`config.mk`:
```
export PLATFORM = sky130hd
export DESIGN_NAME = alu_top
export DESIGN_NICKNAME = d
export VERILOG_FILES = /design/src/rtl/alu_pkg.sv /design/src/rtl/alu_imm_ext.sv /design/src/rtl/alu_addsub.sv /design/src/rtl/alu_shifter.sv /design/src/rtl/alu_top.sv
export SDC_FILE = /design/constraint.sdc
export NUM_CORES = 1
export LEC_CHECK = 0
export ABC_AREA = 1
export BUFFER_PORTS_ARGS = -buffer_cell sky130_fd_sc_hd__buf_2
export CORE_MARGIN = 2
export CORE_UTILIZATION = 56
export DETAILED_ROUTE_END_ITERATION = 7
export PLACE_DENSITY = 0.89
export SLEW_MARGIN = 30
export SYNTH_ARGS = -nofsm -noshare
export SYNTH_HDL_FRONTEND = slang
export SYNTH_SLANG_ARGS = --single-unit
```
`constraint.sdc`:
```
create_clock -name vclk -period 5.9
set_clock_uncertainty 0.15 [all_clocks]
set_input_delay 0.295 -clock vclk [all_inputs]
set_output_delay 0.295 -clock vclk [all_outputs]
set_load 0.1 [all_outputs]
```
`src/rtl/alu_pkg.sv`:
```
package alu_pkg;

    localparam int ALU_DATA_W = 32;
    localparam int ALU_IMM_W  = 16;

    typedef enum logic [3:0] {
        OP_ADD  = 4'd0,
        OP_ADDU = 4'd1,
        OP_SUB  = 4'd2,
        OP_SUBU = 4'd3,
        OP_AND  = 4'd4,
        OP_OR   = 4'd5,
        OP_XOR  = 4'd6,
        OP_NOR  = 4'd7,
        OP_SLT  = 4'd8,
        OP_SLTU = 4'd9,
        OP_SLL  = 4'd10,
        OP_SRL  = 4'd11,
        OP_SRA  = 4'd12,
        OP_LUI  = 4'd13
    } alu_op_e;

    // Logical class takes a zero-extended immediate
    function automatic logic op_is_logical(input alu_op_e op);
        return (op == OP_AND) || (op == OP_OR) || (op == OP_XOR) || (op == OP_NOR);
    endfunction

    function automatic logic op_is_sub(input alu_op_e op);
        return (op == OP_SUB) || (op == OP_SUBU);
    endfunction

    // Only the signed forms may report overflow
    function automatic logic op_traps(input alu_op_e op);
        return (op == OP_ADD) || (op == OP_SUB);
    endfunction

endpackage

```
`src/rtl/alu_imm_ext.sv`:
```
module alu_imm_ext #(
    parameter int DATA_W = 32,
    parameter int IMM_W  = 16
) (
    input  logic [IMM_W-1:0]  imm_i,
    input  logic              sign_ext_i,
    output logic [DATA_W-1:0] ext_o
);
    localparam int PAD_W = DATA_W - IMM_W;

    logic fill_bit;

    // sign fill, R3 zero fill
    assign fill_bit = sign_ext_i & imm_i[IMM_W-1];
    assign ext_o    = {{PAD_W{fill_bit}}, imm_i};

endmodule

```
`src/rtl/alu_addsub.sv`:
```
module alu_addsub #(
    parameter int DATA_W = 32
) (
    input  logic [DATA_W-1:0] a_i,
    input  logic [DATA_W-1:0] b_i,
    input  logic              sub_i,
    output logic [DATA_W-1:0] sum_o,
    output logic              ovf_o
);
    localparam int MSB = DATA_W - 1;

    logic [DATA_W-1:0] b_eff;

    // Subtraction as a + ~b + 1
    assign b_eff = sub_i ? ~b_i : b_i;
    assign sum_o = a_i + b_eff + {{(DATA_W-1){1'b0}}, sub_i};

    // Same-sign effective operands whose sum flips sign
    assign ovf_o = (a_i[MSB] == b_eff[MSB]) && (sum_o[MSB] != a_i[MSB]);

endmodule

```
`src/rtl/alu_shifter.sv`:
```
module alu_shifter #(
    parameter int DATA_W = 32,
    parameter int SH_W   = 5
) (
    input  logic [DATA_W-1:0] val_i,
    input  logic [SH_W-1:0]   dist_i,
    input  logic              left_i,
    input  logic              arith_i,
    output logic [DATA_W-1:0] res_o
);
    logic [DATA_W-1:0] rev_in;
    logic [DATA_W-1:0] rev_out;
    logic [DATA_W-1:0] stage [SH_W+1];
    logic              fill;

    // Left shifts reuse the right-shift stages on a bit-reversed word
    generate
        for (genvar i = 0; i < DATA_W; i++) begin : g_rev
            assign rev_in[i]  = val_i[DATA_W-1-i];
            assign rev_out[i] = stage[SH_W][DATA_W-1-i];
        end
    endgenerate

    assign fill     = arith_i & ~left_i & val_i[DATA_W-1];
    assign stage[0] = left_i ? rev_in : val_i;

    generate
        for (genvar k = 0; k < SH_W; k++) begin : g_stage
            localparam int STEP = 1 << k;
            assign stage[k+1] = dist_i[k]
                ? {{STEP{fill}}, stage[k][DATA_W-1:STEP]}
                : stage[k];
        end
    endgenerate

    assign res_o = left_i ? rev_out : stage[SH_W];

endmodule

```
`src/rtl/alu_top.sv`:
```
module alu_top
    import alu_pkg::*;
#(
    parameter int DATA_W = alu_pkg::ALU_DATA_W,
    parameter int IMM_W  = alu_pkg::ALU_IMM_W
) (
    input  logic [3:0]              op_code_i,
    input  logic [DATA_W-1:0]       opa_i,
    input  logic [DATA_W-1:0]       opb_reg_i,
    input  logic [IMM_W-1:0]        imm_i,
    input  logic                    imm_sel_i,
    input  logic [$clog2(DATA_W)-1:0] shamt_i,
    output logic [DATA_W-1:0]       result_o,
    output logic                    ovf_o,
    output logic                    zero_o
);
    localparam int SH_W  = $clog2(DATA_W);
    localparam int LOW_W = DATA_W - IMM_W;

    alu_op_e           op;
    logic [DATA_W-1:0] imm_wide;
    logic [DATA_W-1:0] opb;
    logic [DATA_W-1:0] sum;
    logic              sum_ovf;
    logic [DATA_W-1:0] shifted;
    logic              lt_signed;
    logic              lt_unsigned;
    logic              shift_left;
    logic              shift_arith;

    assign op = alu_op_e'(op_code_i);

    alu_imm_ext #(.DATA_W(DATA_W), .IMM_W(IMM_W)) u_ext (
        .imm_i      (imm_i),
        .sign_ext_i (~op_is_logical(op)),
        .ext_o      (imm_wide)
    );

    assign opb = imm_sel_i ? imm_wide : opb_reg_i;

    alu_addsub #(.DATA_W(DATA_W)) u_addsub (
        .a_i   (opa_i),
        .b_i   (opb),
        .sub_i (op_is_sub(op)),
        .sum_o (sum),
        .ovf_o (sum_ovf)
    );

    assign shift_left  = (op == OP_SLL);
    assign shift_arith = (op == OP_SRA);

    alu_shifter #(.DATA_W(DATA_W), .SH_W(SH_W)) u_shift (
        .val_i   (opa_i),
        .dist_i  (shamt_i),
        .left_i  (shift_left),
        .arith_i (shift_arith),
        .res_o   (shifted)
    );

    assign lt_signed   = $signed(opa_i) < $signed(opb);
    assign lt_unsigned = opa_i < opb;

    always_comb begin
        result_o = '0;
        unique case (op)
            OP_ADD, OP_ADDU,
            OP_SUB, OP_SUBU: result_o = sum;
            OP_AND:          result_o = opa_i & opb;
            OP_OR:           result_o = opa_i | opb;
            OP_XOR:          result_o = opa_i ^ opb;
            OP_NOR:          result_o = ~(opa_i | opb);
            OP_SLT:          result_o = {{(DATA_W-1){1'b0}}, lt_signed};
            OP_SLTU:         result_o = {{(DATA_W-1){1'b0}}, lt_unsigned};
            OP_SLL, OP_SRL,
            OP_SRA:          result_o = shifted;
            OP_LUI:          result_o = {imm_i, {LOW_W{1'b0}}};
            default:         result_o = '0;
        endcase
    end

    assign ovf_o  = op_traps(op) & sum_ovf;
    assign zero_o = (result_o == '0);

endmodule

```
### Word level (Yosys, flattened, before mapping)

Index checks and enable logic that the tools add are counted.

| word-level totals | value |
|---|---|
| word-level logic and storage cells | 50 |
| output and inout bits | 34 |
| register bits after elaboration | 0 |
| input bits | 90 |

| operators by class | value |
|---|---|
| reductions and logical operators | 10 |
| $add $sub $neg | 2 |
| $lt $le $gt $ge | 2 |
| multiplexer cells | 10 |
| eq/ne operators | 15 |
| bitwise operators | 11 |

Operator list:

| kind | count |
|---|---|
| 32-bit 2-to-1 mux | 9 |
| 32-bit case mux with 9 select lines | 1 |
| 32-bit < comparator | 2 |
| 32-bit NOT | 2 |
| 32-bit by 1-bit adder with 32-bit output | 1 |
| 32-bit adder | 1 |
| 32-bit bitwise AND | 1 |
| 32-bit logical NOT | 1 |
| 32-bit OR | 1 |
| 32-bit bitwise XOR | 1 |
| 4-bit == test, second input constant | 6 |
| 4-bit by 3-bit == test with 1-bit output, second input constant | 4 |
| 4-bit by 2-bit == test with 1-bit output, second input constant | 2 |
| 1-bit logical OR | 5 |
| 1-bit bitwise AND | 4 |
| 4-bit by 1-bit == test with 1-bit output, second input constant | 1 |
| 4-bit logical NOT | 1 |
| 4-bit OR reduction | 1 |
| 3-bit OR reduction | 1 |
| 1-bit NOT | 2 |
| 1-bit == test | 1 |
| 1-bit logical AND | 1 |
| 1-bit != test | 1 |

### Depth between registers and ports, before layout

| logic depth | value |
|---|---|
| depth in word-level cells | 14 |
| gate-level depth with buffers | 25 |
| gate-level depth less buffers | 24 |

### Cells and area by module

Synthesis repeated with hierarchy kept, for this count alone.

| unflattened totals | value |
|---|---|
| cell total of the unflattened synthesis | 1892 |
| area total of the unflattened synthesis | 9830.7 um^2 |

Modules (own cells, without submodules):

| module | times used | area each (um^2) | cells an instance | seq. area each (um^2) |
|---|---|---|---|---|
| alu_top | 1 | 4416.7 | 842 | 0.0 |
| alu_shifter | 1 | 2631.3 | 557 | 0.0 |
| alu_addsub | 1 | 2534.9 | 459 | 0.0 |
| alu_imm_ext | 1 | 247.7 | 34 | 0.0 |

### Worst setup path before layout

OpenSTA, ideal clock, no wires.

| timing path | value |
|---|---|
| path type | input -> output |
| start | in imm_sel_i |
| end | out zero_o |
| data arrival time | 5.111 ns |
| buffers on the path | 2 |
| stages | 21 |
| setup slack | 0.344 ns |
| data required time | 5.455 ns |
| path through | clkbuf_1 -> clkbuf_1 -> o21ai_0 -> xor2_1 -> ha_1 -> nand2_1 -> o21ai_2 -> a21boi_0 -> o21ai_0 -> nand2_1 -> nand2_1 -> nand3_1 -> nand2_1 -> nand2_1 -> nand3_1 -> nand3_1 -> nor2_1 -> nand2_1 -> nor2_1 -> nand2_1 -> nor2_1 |

| between the ends | value |
|---|---|
| word-level cells in the longest chain between the ends | 7 |
| elaborated cells between the ends (all ways) | 13 |
| classes of those cells | add/sub (2); order compare (2); mux (3); bitwise (5); reduce/logical (1) |

RTL lines:

| what | RTL line | RTL |
|---|---|---|
| start: declaration | alu_top.sv:11 | `input logic imm_sel_i,` |
| 32-bit 2-to-1 mux (*) | alu_top.sv:39 | `assign opb = imm_sel_i ? imm_wide : opb_reg_i;` |
| 32-bit NOT | alu_addsub.sv:15 | `assign b_eff = sub_i ? ~b_i : b_i;` |
| 32-bit 2-to-1 mux | alu_addsub.sv:15 |  |
| 32-bit adder | alu_addsub.sv:16 | `assign sum_o = a_i + b_eff + {{(DATA_W-1){1'b0}}, sub_i};` |
| 32-bit by 1-bit adder with 32-bit output | alu_addsub.sv:16 |  |
| 32-bit case mux with 9 select lines (*) | alu_top.sv:65 | `unique case (op)` |
| via result_o[24] | alu_top.sv:13 | `output logic [DATA_W-1:0] result_o,` |
| 32-bit logical NOT (*) | alu_top.sv:82 | `assign zero_o = (result_o == '0);` |
| end: declaration | alu_top.sv:15 | `output logic zero_o` |

Mark *: on every way through the listed nets, which the timed path passes. The rest lies on a longest branch.

### Worst setup path after layout

| timing path | value |
|---|---|
| start | in imm_sel_i |
| end | out zero_o |

| between the ends | value |
|---|---|
| word-level cells in the longest chain between the ends | 7 |
| elaborated cells between the ends (all ways) | 13 |
| classes of those cells | add/sub (2); order compare (2); mux (3); bitwise (5); reduce/logical (1) |

RTL lines:

| what | RTL line |
|---|---|
| 32-bit 2-to-1 mux (*) | alu_top.sv:39 |
| 32-bit NOT | alu_addsub.sv:15 |
| 32-bit 2-to-1 mux | alu_addsub.sv:15 |
| 32-bit adder | alu_addsub.sv:16 |
| 32-bit by 1-bit adder with 32-bit output | alu_addsub.sv:16 |
| 32-bit case mux with 9 select lines (*) | alu_top.sv:65 |
| 32-bit logical NOT (*) | alu_top.sv:82 |

Every way passes the cells marked *; elsewhere a longest branch is shown, timed or not.

==> impl_metrics.json <==
{
  "outcome": "complete, no violations",
  "synth_top_area_cell": "nand3_1",
  "vias": 11700,
  "synth_top_area_frac": 0.226,
  "period_needed_ns": 5.19,
  "rows": 44,
  "p_comb_frac": 1.000,
  "hpwl_um": 31900,
  "num_antenna_cells": 0,
  "antenna_found_initial": 0,
  "postSynthCellCount": 1548,
  "synth_common_cells": "nand2_1, nand3_1, inv_1, ha_1, nor2_1",
  "p_leak_nw": 4.93,
  "die_y_um": 126,
  "synthDistinctLibCells": 44,
  "vdd_drop_max_mv": 0.134,
  "netlist_area_mm2": 0.00832,
  "drive_gt1_frac": 0.106,
  "port_buffers": 124,
  "pre_cts_slack_ns": 0.892,
  "power_density_mw_per_mm2": 145,
  "max_freq_mhz": 193,
  "avgSynthCellArea_um2": 5.38,
  "holdWs_ns": 1.19,
  "drc_errors": 0,
  "power_mw": 1.31,
  "cts_setup_buffers": 0,
  "ys_seq_area_frac": 0,
  "cp-start-kind": "input port",
  "clockPowerShare": 0,
  "hp-class": "in2out",
  "crit_fanout": 31,
  "worstSetupEndpointType": "primary output",
  "grt_setup_unrepaired": "false",
  "gp_congestion": 1.13,
  "area_delta_synth_final_pct": 8.39,
  "switchingPower_mw": 0.981,
  "synth_fp_nets": 1770,
  "nClkBuffers": 0,
  "start_util": 0.573,
  "grt_overflow": 0,
  "seqPwrFrac": 0,
  "placed_area_mm2": 0.00901,
  "cp.arrival_ns": 4.75,
  "yosysMostFrequentCell": "nand2_1",
  "setup_viol": 0,
  "wl_per_cell_um": 21.7,
  "die_area_mm2": 0.0159,
  "grt_pass1_vias": 10700,
  "ctsHoldBuffers": 0,
  "setup_tns_ns": 0,
  "setup_ws_ns": 0.706,
  "multiInputGateArea_mm2": 0.00740,
  "internal-power_mw": 0.328,
  "register_area_um2": 0,
  "design_area_mm2": 0.00902,
  "cts_resized": 0,
  "fin_crit_sh": 0.880,
  "fillers": 1522,
  "dr.pass1.iters": 6,
  "fin_nets": 1845,
  "hold_viol_final": 0,
  "wl_um": 39200,
  "relSlewSlack": 0.354,
  "worst_pin_slew_ns": 0.959,
  "maxCapViolCount": 0,
  "swShare": 0.750,
  "core_mm2": 0.0145,
  "required_ns": 5.45,
  "drv_slew": 0,
  "seq_cell_count": 0,
  "startpoint": "imm_sel_i",
  "vias_per_cell": 6.49,
  "grt_usage": 0.476,
  "path_class": "in2out",
  "die_x_um": 126,
  "grt_max_degree": 37,
  "crit_end": "zero_o",
  "ant_nets": 0,
  "synth.area.top_cells": "nand3_1, ha_1, nand2_1, inv_1, a21oi_1",
  "drt_iter0_markers": 1763,
  "grt_pass1_wl_um": 59900,
  "ios": 124,
  "ys_warn_count": 0
}
[power groups by stage]
stage	logic [mW]	clock network, mW	registers (mW)
3_3_place_gp	1.25	0	0
3_5_place_dp	1.26	0	0
6_report	1.31	0	0
5_1_grt	1.40	0	0
4_1_cts	1.26	0	0
2_1_floorplan	0.926	0	0
[logic make-up (layout without fill, tap and decap cells)]
group,Yosys count,count (layout),synth area share
AND/OR/NAND/NOR,898,898,0.477
adder cells (fa/ha/maj),132,132,0.199
XOR/XNOR,33,33,0.0347
buffers and inverters,234,307,0.114
AO/OA/AOI/OAI,251,251,0.176
[layout make-up]
| cell class | count | area share |
|---|---|---|
| well taps | 184 | 0.0255 |
| inverters | 161 | 0.0670 |
| repair buffers | 146 | 0.0871 |
| multi-input cells | 1314 | 0.820 |
[layout by cell type, fill, tap and decap left out, types with 7 or more instances in the layout]
| cell | instances |
|---|---|
| nand2_1 | 391 |
| nand3_1 | 376 |
| inv_1 | 152 |
| ha_1 | 131 |
| buf_2 | 124 |
| nor2_1 | 91 |
| a21oi_1 | 88 |
| o21ai_0 | 83 |
| xor2_1 | 31 |
| buf_4 | 22 |
| a211oi_1 | 17 |
| a221oi_1 | 14 |
| a21o_1 | 10 |
| o22ai_1 | 10 |
| nor4_1 | 7 |
[worst max-delay path, stage by stage]
cell	delay, ns
buf_2	0.13
buf_4	0.22
o21ai_0	0.62
xor2_1	0.25
inv_1	0.08
fa_1	0.43
o21ai_2	0.33
a21boi_0	0.22
o21ai_1	0.47
nand2_1	0.13
nand2_1	0.19
a21oi_1	0.08
o21ai_0	0.09
nand2_1	0.10
inv_1	0.11
nand2_1	0.07
nor2_1	0.10
nand2_1	0.07
nor2_1	0.16
nand2_1	0.08
nor2_1	0.08
buf_2	0.43
[per-stage QoR]
stage,util,std cells
floorplan,-,1548
global placement,0.620,1805
detailed placement,0.620,1805
CTS,0.620,1805
global route,0.621,1805
finish,0.621,1805
[worst min path at each step]
stage,startpoint,end,slack (ns),cells after the start
3_3_place_gp,op_code_i[0],ovf_o,1.15,5
4_1_cts,op_code_i[0],ovf_o,1.15,5
5_1_grt,opa_i[31],ovf_o,1.20,5
2_1_floorplan,opa_i[31],ovf_o,0.88,3
3_5_place_dp,op_code_i[0],ovf_o,1.15,5
6_report,opa_i[31],ovf_o,1.19,5
[per-layer routing]
| layer | routed length (um) | vias to the layer above | track usage |
|---|---|---|---|
| li1 | - | 5404 | - |
| met1 | 14500 | 5177 | 0.604 |
| met2 | 16300 | 933 | 0.736 |
| met3 | 5160 | 201 | 0.0969 |
| met4 | 3320 | 0 | 0.303 |
| met5 | 0 | - | 0 |
Power figures use the tool's default switching activity.
